`src/rtl/fles_pkg.sv`:
```
package fles_pkg;

   typedef enum logic [1:0] {
      ST_READ  = 2'd0,
      ST_ACCUM = 2'd1,
      ST_ERASE = 2'd2,
      ST_SUSP  = 2'd3
   } ers_state_e;

   localparam logic [7:0] CMD_KEY_A    = 8'hAA;
   localparam logic [7:0] CMD_KEY_B    = 8'h55;
   localparam logic [7:0] CMD_ERS_PRE  = 8'h80;
   localparam logic [7:0] CMD_SECT_GO  = 8'h30;
   localparam logic [7:0] CMD_CHIP_GO  = 8'h10;
   localparam logic [7:0] CMD_PAUSE    = 8'hB0;

   localparam int STAT_DONE_BIT  = 7;
   localparam int STAT_TOG_BIT   = 6;
   localparam int STAT_TMR_BIT   = 3;
   localparam int STAT_SECT_BIT  = 2;

endpackage

```
`src/rtl/fles_unlock_dec.sv`:
```
module fles_unlock_dec
   import fles_pkg::*;
#(
   parameter int CMD_AW = 11
) (
   input  logic              clk,
   input  logic              rst_n,
   input  logic              enable,
   input  logic              wr_en,
   input  logic [CMD_AW-1:0] cmd_addr,
   input  logic [7:0]        wr_data,
   output logic              sect_cmd,
   output logic              chip_cmd
);

   localparam logic [CMD_AW-1:0] ADR_HI = CMD_AW'('h555);
   localparam logic [CMD_AW-1:0] ADR_LO = CMD_AW'('h2AA);

   logic [2:0] step_q;
   logic [2:0] step_d;
   logic       key_a;
   logic       key_b;
   logic       pre_ok;
   logic       chip_ok;

   assign key_a   = (cmd_addr == ADR_HI) && (wr_data == CMD_KEY_A);
   assign key_b   = (cmd_addr == ADR_LO) && (wr_data == CMD_KEY_B);
   assign pre_ok  = (cmd_addr == ADR_HI) && (wr_data == CMD_ERS_PRE);
   assign chip_ok = (cmd_addr == ADR_HI) && (wr_data == CMD_CHIP_GO);

   always_comb begin
      step_d   = 3'd0;
      sect_cmd = 1'b0;
      chip_cmd = 1'b0;
      if (enable && wr_en) begin
         case (step_q)
            3'd0: step_d = key_a  ? 3'd1 : 3'd0;
            3'd1: step_d = key_b  ? 3'd2 : 3'd0;
            3'd2: step_d = pre_ok ? 3'd3 : 3'd0;
            3'd3: step_d = key_a  ? 3'd4 : 3'd0;
            3'd4: step_d = key_b  ? 3'd5 : 3'd0;
            3'd5: begin
               step_d   = 3'd0;
               sect_cmd = (wr_data == CMD_SECT_GO);
               chip_cmd = chip_ok;
            end
            default: step_d = 3'd0;
         endcase
      end
   end

   always_ff @(posedge clk) begin
      if (!rst_n) begin
         step_q <= 3'd0;
      end else if (!enable) begin
         step_q <= 3'd0;
      end else if (wr_en) begin
         step_q <= step_d;
      end
   end

endmodule

```
`src/rtl/fles_tick_timer.sv`:
```
module fles_tick_timer #(
   parameter int LIMIT = 50
) (
   input  logic clk,
   input  logic rst_n,
   input  logic clr,
   input  logic run,
   input  logic tick,
   output logic hit
);

   localparam int CW = (LIMIT < 2) ? 1 : $clog2(LIMIT + 1);
   localparam logic [CW-1:0] LAST = CW'(LIMIT - 1);

   logic [CW-1:0] cnt_q;

   assign hit = run && tick && (cnt_q == LAST);

   always_ff @(posedge clk) begin
      if (!rst_n) begin
         cnt_q <= '0;
      end else if (clr) begin
         cnt_q <= '0;
      end else if (run && tick && !hit) begin
         cnt_q <= cnt_q + CW'(1);
      end
   end

endmodule

```
`src/rtl/fles_status_gen.sv`:
```
module fles_status_gen
   import fles_pkg::*;
#(
   parameter int SECT_W = 3,
   parameter int N_SECT = 2**SECT_W
) (
   input  logic              clk,
   input  logic              rst_n,
   input  ers_state_e        state,
   input  logic [N_SECT-1:0] mask,
   input  logic              rd_en,
   input  logic [SECT_W-1:0] rd_sect,
   output logic              sel,
   output logic [7:0]        status
);

   logic busy;
   logic held;
   logic in_set;
   logic tog_all_q;
   logic tog_set_q;

   assign busy   = (state == ST_ACCUM) || (state == ST_ERASE);
   assign held   = (state == ST_SUSP);
   assign in_set = mask[rd_sect];
   assign sel    = busy || (held && in_set);

   always_comb begin
      status = 8'h00;
      if (sel) begin
         status[STAT_DONE_BIT] = held;
         status[STAT_TOG_BIT]  = tog_all_q;
         status[STAT_TMR_BIT]  = (state == ST_ERASE) || held;
         status[STAT_SECT_BIT] = tog_set_q;
      end
   end

   always_ff @(posedge clk) begin
      if (!rst_n) begin
         tog_all_q <= 1'b0;
         tog_set_q <= 1'b0;
      end else if (rd_en) begin
         if (busy) begin
            tog_all_q <= ~tog_all_q;
         end
         if ((busy || held) && in_set) begin
            tog_set_q <= ~tog_set_q;
         end
      end
   end

endmodule

```
`src/rtl/fles_erase_seq.sv`:
```
module fles_erase_seq
   import fles_pkg::*;
#(
   parameter int ADDR_W   = 16,
   parameter int SECT_W   = 3,
   parameter int CMD_AW   = 11,
   parameter int ACC_US   = 50,
   parameter int ERASE_US = 1000,
   parameter int N_SECT   = 2**SECT_W
) (
   input  logic              clk,
   input  logic              rst_n,
   input  logic              wr_en,
   input  logic [ADDR_W-1:0] wr_addr,
   input  logic [7:0]        wr_data,
   input  logic              rd_en,
   input  logic [SECT_W-1:0] rd_sect,
   input  logic              us_tick,
   output logic [N_SECT-1:0] erase_mask,
   output logic              erase_busy,
   output logic              erase_susp,
   output logic              rd_status_sel,
   output logic [7:0]        rd_status
);

   if (SECT_W < 1 || SECT_W > ADDR_W) begin : g_bad_sect
      $error("fles_erase_seq: SECT_W must be in 1..ADDR_W");
   end
   if (CMD_AW < 11 || CMD_AW > ADDR_W) begin : g_bad_cmd
      $error("fles_erase_seq: CMD_AW must be in 11..ADDR_W");
   end
   if (ACC_US < 1 || ERASE_US < 1) begin : g_bad_time
      $error("fles_erase_seq: timer limits must be positive");
   end
   if (N_SECT != 2**SECT_W) begin : g_bad_n
      $error("fles_erase_seq: N_SECT must equal 2**SECT_W");
   end

   ers_state_e        st_q;
   logic              chip_q;
   logic [N_SECT-1:0] mask_q;
   logic [SECT_W-1:0] wr_sect;
   logic              sect_cmd;
   logic              chip_cmd;
   logic              in_read;
   logic              in_accum;
   logic              in_erase;
   logic              add_sect;
   logic              abort_acc;
   logic              pause_req;
   logic              resume_req;
   logic              acc_clr;
   logic              acc_run;
   logic              acc_hit;
   logic              ers_clr;
   logic              ers_run;
   logic              ers_hit;
   logic              mask_clr;
   logic              mask_all;
   logic              mask_add;
   logic              unused_addr_bits;

   assign unused_addr_bits = ^wr_addr;
   assign wr_sect          = wr_addr[ADDR_W-1 -: SECT_W];

   assign in_read  = (st_q == ST_READ);
   assign in_accum = (st_q == ST_ACCUM);
   assign in_erase = (st_q == ST_ERASE);

   fles_unlock_dec #(.CMD_AW(CMD_AW)) u_dec (
      .clk      (clk),
      .rst_n    (rst_n),
      .enable   (in_read),
      .wr_en    (wr_en),
      .cmd_addr (wr_addr[CMD_AW-1:0]),
      .wr_data  (wr_data),
      .sect_cmd (sect_cmd),
      .chip_cmd (chip_cmd)
   );

   assign add_sect   = in_accum && wr_en && (wr_data == CMD_SECT_GO);
   assign abort_acc  = in_accum && wr_en && (wr_data != CMD_SECT_GO);
   assign pause_req  = in_erase && !chip_q && wr_en && (wr_data == CMD_PAUSE);
   assign resume_req = (st_q == ST_SUSP) && wr_en && (wr_data == CMD_SECT_GO);

   assign acc_clr = (in_read && sect_cmd) || add_sect;
   assign acc_run = in_accum && !wr_en;

   fles_tick_timer #(.LIMIT(ACC_US)) u_acc_tmr (
      .clk   (clk),
      .rst_n (rst_n),
      .clr   (acc_clr),
      .run   (acc_run),
      .tick  (us_tick),
      .hit   (acc_hit)
   );

   assign ers_clr = (in_read && chip_cmd) || acc_hit;
   assign ers_run = in_erase && !pause_req;

   fles_tick_timer #(.LIMIT(ERASE_US)) u_ers_tmr (
      .clk   (clk),
      .rst_n (rst_n),
      .clr   (ers_clr),
      .run   (ers_run),
      .tick  (us_tick),
      .hit   (ers_hit)
   );

   always_ff @(posedge clk) begin
      if (!rst_n) begin
         st_q   <= ST_READ;
         chip_q <= 1'b0;
      end else begin
         case (st_q)
            ST_READ: begin
               if (sect_cmd) begin
                  st_q   <= ST_ACCUM;
                  chip_q <= 1'b0;
               end else if (chip_cmd) begin
                  st_q   <= ST_ERASE;
                  chip_q <= 1'b1;
               end
            end
            ST_ACCUM: begin
               if (abort_acc) begin
                  st_q <= ST_READ;
               end else if (acc_hit) begin
                  st_q <= ST_ERASE;
               end
            end
            ST_ERASE: begin
               if (pause_req) begin
                  st_q <= ST_SUSP;
               end else if (ers_hit) begin
                  st_q <= ST_READ;
               end
            end
            ST_SUSP: begin
               if (resume_req) begin
                  st_q <= ST_ERASE;
               end
            end
            default: st_q <= ST_READ;
         endcase
      end
   end

   assign mask_clr = abort_acc || (ers_hit && !pause_req);
   assign mask_all = in_read && chip_cmd;
   assign mask_add = (in_read && sect_cmd) || add_sect;

   for (genvar gi = 0; gi < N_SECT; gi++) begin : g_sect
      always_ff @(posedge clk) begin
         if (!rst_n) begin
            mask_q[gi] <= 1'b0;
         end else if (mask_clr) begin
            mask_q[gi] <= 1'b0;
         end else if (mask_all) begin
            mask_q[gi] <= 1'b1;
         end else if (mask_add && (wr_sect == SECT_W'(gi))) begin
            mask_q[gi] <= 1'b1;
         end
      end
   end

   fles_status_gen #(.SECT_W(SECT_W), .N_SECT(N_SECT)) u_stat (
      .clk     (clk),
      .rst_n   (rst_n),
      .state   (st_q),
      .mask    (mask_q),
      .rd_en   (rd_en),
      .rd_sect (rd_sect),
      .sel     (rd_status_sel),
      .status  (rd_status)
   );

   assign erase_mask = mask_q;
   assign erase_busy = in_accum || in_erase;
   assign erase_susp = (st_q == ST_SUSP);

endmodule

```
`config.mk`:
```
export PLATFORM = sky130hd
export DESIGN_NAME = fles_erase_seq
export DESIGN_NICKNAME = d
export VERILOG_FILES = /design/src/rtl/fles_pkg.sv /design/src/rtl/fles_unlock_dec.sv /design/src/rtl/fles_tick_timer.sv /design/src/rtl/fles_status_gen.sv /design/src/rtl/fles_erase_seq.sv
export SDC_FILE = /design/constraint.sdc
export NUM_CORES = 1
export LEC_CHECK = 0
export BUFFER_PORTS_ARGS = -buffer_cell sky130_fd_sc_hd__buf_2
export CORE_MARGIN = 1.5
export CORE_UTILIZATION = 25
export DETAILED_ROUTE_END_ITERATION = 10
export PLACE_DENSITY_LB_ADDON = 0.25
export SYNTH_ARGS = -nofsm -noshare
export SYNTH_HDL_FRONTEND = slang
export SYNTH_SLANG_ARGS = --single-unit
```
`constraint.sdc`:
```
create_clock -name clk -period 2.2 [get_ports clk]
set_input_delay 0.22 -clock clk [delete_from_list [all_inputs] [get_ports clk]]
set_output_delay 0.22 -clock clk [all_outputs]
set_load 0.01 [all_outputs]
```
==> results.sh, run 1 <==
export IMPL_finClkSkew_ps=7.69
export IMPL_dr_pass1_iters=4
export IMPL_slowest_delay_ps=460
export IMPL_p_per_area_nw_per_um2=711
export IMPL_period_minus_slack_ps=2060
export IMPL_cp_endpoint="rd_status[3]"
export IMPL_seq_power_share=0.377
export IMPL_final_cell_mix="44 x buf_2, 36 x nor2_1, 32 x dfxtp_1"
export IMPL_clock_power_share=0.291
export IMPL_multiInputGateArea_um2=1250
export IMPL_antenna_cells=0
export IMPL_die_y_um=91.7
export IMPL_io_pins=51
export IMPL_final_nets=322
export IMPL_ys_types=51
export IMPL_async_reset_ff_frac=0
export IMPL_holdCritPathClass="primary input to register"
export IMPL_cts_setup_buffers=0
export IMPL_worst_path_max_fanout=5
export IMPL_gr_total_overflow=0
export IMPL_finalWirelength_um=4440
export IMPL_synth_warnings=0
export IMPL_hold_viol_final=0
export IMPL_route_detailed_drc=0
export IMPL_path_cells="mux4_2 -> mux2_2 -> a21oi_2 -> nor2_1 -> buf_2"
export IMPL_h_tree_depth=2
export IMPL_mostFrequentLayoutCell="buf_2"
export IMPL_antenna_left=0
export IMPL_antenna_found_initial=0
export IMPL_syn_cell_area_um2=1970
export IMPL_avgRoutedWirePerCell_um=11.6
export IMPL_criticalPathCategory="register to output pin"
export IMPL_yosysSeqAreaShare=0.326
export IMPL_area_delta_synth_final_pct=21.2
export IMPL_grt_pass1_wl_um=7500
export IMPL_swShare=0.337
export IMPL_crit_path_start="erase_mask[3]$_SDFFE_PP0P_"
export IMPL_vias=1811
export IMPL_fp_dieArea_um2=8400
export IMPL_required_ps=1980
export IMPL_postCtsHoldBufs=0
export IMPL_cp_num_buf_inv=1
export IMPL_fmax_mhz=486
export IMPL_clockBufferDepth=2
export IMPL_comb_power_share=0.331
export IMPL_clock_sinks=32
export IMPL_setup_viol=0
export IMPL_layout_drive_gt1_share=0.241
export IMPL_cts_resized=0
export IMPL_r2r_end="u_ers_tmr.cnt_q[9]$_SDFFE_PP0P_"
export IMPL_p_total_uw=1690
export IMPL_peakVddDrop_mv=0.288
export IMPL_drt_iter0_markers=88
export IMPL_critical_path_top_delay_family="multiplexers"
export IMPL_slew_viol_final=0
export IMPL_synth_seq_cells=32
export IMPL_syn_inst=234
export IMPL_path_clk_slew_ps=70
export IMPL_outcome="finished, final reports clean"
export IMPL_rr_startpoint="st_q[0]$_SDFFE_PN0P_"
export IMPL_syn_area_per_cell_um2=8.40
export IMPL_register_area_um2=641
export IMPL_portBuffers=44
export IMPL_maxCapViolCount=0
export IMPL_cpMaxStageDelayCell="mux4_2"
export IMPL_post_dp_hpwl_um=3460
export IMPL_fillCellCount=849
export IMPL_clockRootBuffer="clkbuf_8"
export IMPL_crit_path_start_kind="register"
export IMPL_p_int_uw=1120
export IMPL_grt_use_total=0.111
export IMPL_p_leak_uw=0.000920
export IMPL_rrSetupSlack_ps=260
export IMPL_routabilityCongestion=0.752
export IMPL_p_switching_uw=571
export IMPL_synth_edf_count=0
export IMPL_finalCritPeriodShare=0.935
export IMPL_cts_inserted_buffers=5
export IMPL_crit_path_end_kind="output pin"
export IMPL_synth_flop_cell="dfxtp_1"
export IMPL_viasPerCell=4.72
export IMPL_cp_num_cells=5
export IMPL_die_w_um=91.7
export IMPL_rr_worst_depth=7
export IMPL_clock_latency_ps=280
export IMPL_grt_pass1_vias=1634
export IMPL_grt_max_degree=13
export IMPL_rsz0062_at_grt="no"
export IMPL_fp_coreArea_um2=7690
export IMPL_tns_ps=0
export IMPL_rows=32
export IMPL_start_util=0.256
export IMPL_cts_tree="done"
export IMPL_cp_arrival_ps=1840
-- cell type report --
| type | count | area share |
|---|---|---|
| Clock buffer | 7 | 0.0404 |
| Inverter | 7 | 0.0110 |
| Multi-Input combinational cell | 189 | 0.524 |
| Sequential cell | 32 | 0.269 |
| Tap cell | 102 | 0.0536 |
| Timing Repair Buffer | 47 | 0.102 |
-- kinds of logic (layout without fill, tap and decap cells) --
logic type | after synthesis | after routing | share of synthesized area
and+or+nand+nor | 122 | 122 | 0.344
DFF | 32 | 32 | 0.326
xor gates and xnor gates | 14 | 14 | 0.0624
adders and majority gates | 8 | 8 | 0.0509
buffers and inverters | 16 | 61 | 0.0465
muxes | 3 | 3 | 0.0286
AOI/OAI and AO/OA | 38 | 38 | 0.140
other | 1 | 4 | 0.00191
-- synthesized netlist by cell type, drive strengths merged, types with 4 or more instances --
cell type / n / area [um^2]
and3: 4 / 26.3
inv: 7 / 26.3
o21ai: 11 / 55.1
xor2: 11 / 96.3
nand4b: 4 / 35.0
nor2b: 7 / 43.8
dfxtp: 32 / 641
ha: 8 / 100
nand3: 10 / 50.1
buf: 7 / 57.6
a21oi: 7 / 35.0
nor2: 36 / 135
nand2: 20 / 75.1
a211oi: 8 / 65.1
nand4: 10 / 62.6
-- layer usage --
layer  routed length, um  global-route usage  vias to the layer above
li1                    -                   -                      929
met1                2170               0.148                      849
met2                2060               0.172                       28
met3                 154              0.0265                        5
met4                  57              0.0430                        0
met5                   0                   0                        -
-- stage by stage --
step / cell area (um^2) / worst slack (ps) / cells / hold slack, ps / util
6_report: 2380 / 144 / 384 / 240 / 0.310
5_1_grt: 2380 / 28.5 / 384 / 254 / 0.310
4_1_cts: 2380 / 5.04 / 384 / 232 / 0.309
3_5_place_dp: 2280 / 172 / 377 / 485 / 0.297
3_3_place_gp: 2280 / 179 / 377 / 476 / 0.297
2_1_floorplan: 1980 / 282 / 237 / 377 / -
-- how the worst min path moves through the flow --
stage,slack [ps],endpoint,start,depth (start not counted)
CTS,230,erase_mask[7]$_SDFFE_PP0P_,wr_addr[14],3
detailed placement,490,u_ers_tmr.cnt_q[9]$_SDFFE_PP0P_,u_ers_tmr.cnt_q[9]$_SDFFE_PP0P_,2
global placement,480,u_ers_tmr.cnt_q[9]$_SDFFE_PP0P_,u_ers_tmr.cnt_q[9]$_SDFFE_PP0P_,2
floorplan,380,erase_mask[6]$_SDFFE_PP0P_,wr_addr[14],2
global route,250,erase_mask[7]$_SDFFE_PP0P_,wr_addr[14],3
finish,240,erase_mask[7]$_SDFFE_PP0P_,wr_addr[14],3
-- worst min-delay path, cell delays in order --
cell and delay (ps):
buf_2 120, a311oi_1 80, nor2_1 70
-- registers in the layout, summed over array words and instances, names as in the netlist --
signal,flops
u_stat.tog_set_q,1
erase_mask,8
u_stat.tog_all_q,1
u_dec.step_q,3
st_q,2
u_ers_tmr.cnt_q,10
u_acc_tmr.cnt_q,6
chip_q,1
-- power by group through the flow --
stage,combinational (uW),sequential (uW),clock [uW]
2_1_floorplan,401,647,0
3_3_place_gp,549,653,0
3_5_place_dp,557,653,0
4_1_cts,561,640,514
5_1_grt,641,644,540
6_report,562,639,494
Note: power is estimated with default switching activity, not from simulation.
==> run 2: changes to the inputs <==
--- a/config.mk
+++ b/config.mk
@@ -5,11 +5,12 @@
 export SDC_FILE = /design/constraint.sdc
 export NUM_CORES = 1
 export LEC_CHECK = 0
+export ABC_AREA = 1
 export BUFFER_PORTS_ARGS = -buffer_cell sky130_fd_sc_hd__buf_2
 export CORE_MARGIN = 1.5
 export CORE_UTILIZATION = 25
 export DETAILED_ROUTE_END_ITERATION = 10
-export PLACE_DENSITY_LB_ADDON = 0.25
+export PLACE_DENSITY = 0.54
 export SYNTH_ARGS = -nofsm -noshare
 export SYNTH_HDL_FRONTEND = slang
 export SYNTH_SLANG_ARGS = --single-unit
==> run 2 against run 1 <==
Effect of this change:
- sequential cell count stayed put
- first-iteration DRC count is 40% lower
- combinational power is 20% higher
- routed wire length is 15% higher
- worst setup slack better by 220 ps
- sequential share of layout area is 3.4 points lower
- cell count is 32% higher
- final area is 14% higher
- area after synthesis is 15% higher
- core utilization is 0.22 points higher
- via count is 25% higher
- global-route usage is 0.15 points higher
- largest cell class unchanged
==> results.sh, run 2 <==
export IMPL_yosysTopAreaCell="dfxtp_1"
export IMPL_final_cell_mix="75 x nand2_1, 57 x inv_1, 44 x buf_2"
export IMPL_grt_pass1_wl_um=9050
export IMPL_largest_reg_flops=10
export IMPL_finClkSkew_ps=5.01
export IMPL_placed_cells=498
export IMPL_path_cells="inv_1 -> a21oi_1 -> o21ai_0 -> nand3_1 -> o21a_1 -> nand2_1 -> nand2_1 -> inv_1 -> nor2_1 -> buf_2"
export IMPL_routabilityCongestion=0.829
export IMPL_synth_top_cell_area_share=0.283
export IMPL_required_ps=1980
export IMPL_viasPerCell=4.47
export IMPL_synth_flop_cell="dfxtp_1"
export IMPL_clock_power_share=0.325
export IMPL_fillCellCount=948
export IMPL_hold_viol_final=0
export IMPL_p_per_area_nw_per_um2=716
export IMPL_largest_register="u_ers_tmr.cnt_q"
export IMPL_grt_max_degree=11
export IMPL_slew_viol_final=0
export IMPL_slowest_delay_ps=320
export IMPL_p_leak_uw=0.00121
export IMPL_rsz0062_at_grt="no"
export IMPL_grt_pass1_vias=2081
export IMPL_cp_arrival_ps=1620
export IMPL_avgRoutedWirePerCell_um=10.1
export IMPL_post_dp_hpwl_um=4210
export IMPL_antenna_left=0
export IMPL_synth_warnings=0
export IMPL_setup_viol=0
export IMPL_area_delta_synth_final_pct=20.4
export IMPL_cpMaxStageDelayCell="dfxtp_1"
export IMPL_fp_coreArea_um2=8720
export IMPL_fmax_mhz=544
export IMPL_ys_types=35
export IMPL_maxCapViolCount=0
export IMPL_clockRootBuffer="clkbuf_8"
export IMPL_swShare=0.360
export IMPL_h_tree_depth=2
export IMPL_cts_tree="done"
export IMPL_finalWirelength_um=5120
export IMPL_tns_ps=0
export IMPL_synth_seq_cells=32
export IMPL_antenna_cells=0
export IMPL_portBuffers=44
export IMPL_layoutNonFillerInstCount=506
export IMPL_dr_pass1_iters=4
export IMPL_final_nets=437
export IMPL_multiInputGateArea_um2=1350
export IMPL_die_y_um=98.1
export IMPL_p_int_uw=1250
export IMPL_antenna_found_initial=0
export IMPL_synth_edf_count=0
export IMPL_vias=2263
export IMPL_crit_path_start_kind="register"
export IMPL_yosysMostFrequentCell="nand2_1"
export IMPL_period_minus_slack_ps=1840
export IMPL_cts_inserted_buffers=5
export IMPL_preCtsSetupSlack_ps=393
export IMPL_route_detailed_drc=0
export IMPL_criticalPathCategory="register to output pin"
export IMPL_yosysSeqAreaShare=0.283
export IMPL_io_pins=51
export IMPL_mostFrequentLayoutCell="nand2_1"
export IMPL_layout_drive_gt1_share=0.229
export IMPL_finalCritPeriodShare=0.835
export IMPL_peakVddDrop_mv=0.303
export IMPL_hold_ws_ps=210
export IMPL_synth_common_cells="75 x nand2_1, 57 x inv_1, 33 x nor2_1"
export IMPL_fin_ws_ps=363
export IMPL_p_total_uw=1950
export IMPL_drt_iter0_markers=53
export IMPL_gr_total_overflow=0
export IMPL_async_reset_ff_frac=0
export IMPL_path_clk_slew_ps=70
export IMPL_holdCritPathClass="primary input to register"
export IMPL_p_switching_uw=700
export IMPL_syn_inst=348
export IMPL_rows=34
export IMPL_grt_use_total=0.112
export IMPL_clock_sinks=32
export IMPL_comb_power_share=0.347
export IMPL_cts_setup_buffers=0
export IMPL_clock_latency_ps=280
export IMPL_fp_dieArea_um2=9620
export IMPL_syn_cell_area_um2=2260
export IMPL_outcome="finished, final reports clean"
export IMPL_seq_power_share=0.327
export IMPL_start_util=0.259
export IMPL_worst_path_max_fanout=4
export IMPL_crit_path_end_kind="output pin"
export IMPL_synth_area_top_cells="dfxtp_1 28%, nand2_1 12%, inv_1 9.5%, nand3_1 6.2%, nor2_1 5.5%"
export IMPL_clockBufferDepth=2
export IMPL_syn_area_per_cell_um2=6.49
export IMPL_die_w_um=98.1
export IMPL_register_area_um2=641
==> run 2: cell count changes after synthesis, sizes merged, moves of 7 or more <==
cell / change
a31oi: +8
a21oi: +16
nor3: +8
nor2b: -7
a211oi: -7
nor2: +10
nand2: +62
nand3: +23
inv: +54
xor2: -10
==> run 2: logic make-up after synthesis <==
logic type,after synthesis,share of synthesized area
and+or+nand+nor,193,0.425
buffers and inverters,67,0.124
AOI/OAI and AO/OA,44,0.110
DFF,32,0.283
adders and majority gates,8,0.0443
xor gates and xnor gates,3,0.0116
other,1,0.00166
==> run 2: per-stage QoR <==
stage,utilization,cell area [um^2]
after floorplan,-,2270
after global placement,0.297,2590
after detailed placement,0.297,2590
after CTS,0.312,2720
after global routing,0.312,2720
final,0.312,2720
==> run 2: path summary, 6_finish.rpt <==
kind / start / endpoint / slack (ps) / depth (start not counted)
max: erase_mask[5]$_SDFFE_PP0P_ / rd_status[7] / 360 / 10
min: rd_en / u_stat.tog_all_q$_SDFFE_PN0P_ / 210 / 3
min reg2reg: chip_q$_SDFFE_PN0P_ / chip_q$_SDFFE_PN0P_ / 460 / 2
max reg2reg: st_q[0]$_SDFFE_PN0P_ / u_ers_tmr.cnt_q[1]$_SDFFE_PP0P_ / 420 / 11
==> run 2: critical path, delay by kind of cell, from the launching register on <==
family / cells / cell delay [ps]
AO/OA/AOI/OAI: 3 / 380
buffers and inverters: 3 / 290
AND/OR/NAND/NOR: 4 / 340
flip-flops: 1 / 320
==> run 2: layer usage <==
layer | routed length (um) | GRT usage | part of all wire | up-vias
li1 | - | - | - | 1218
met1 | 2480 | 0.141 | 0.48 | 1001
met2 | 2390 | 0.195 | 0.47 | 39
met3 | 219 | 0.0251 | 0.043 | 5
met4 | 41 | 0.0264 | 0.0080 | 0
met5 | 0 | 0 | 0 | -
==> run 2: repair_timing <==
action,4_1_cts,5_1_grt
endpoints found under the setup margin,0,1
gates resized for setup,0,1
hold buffers,0,0
==> run 2: layout make-up <==
type	count	share of cell area
Timing Repair Buffer	44	0.0809
Multi-Input combinational cell	252	0.497
Inverter	62	0.0901
Tap cell	108	0.0497
Sequential cell	32	0.235
Clock buffer	7	0.0354
Clock inverter	1	0.0110
==> run 2: power by group through the flow <==
stage	sequential (uW)	combinational, uW	clock [uW]
floorplan	644	504	0
global placement	649	668	0
detailed placement	650	678	0
CTS	637	682	650
global route	641	788	676
finish	638	677	634
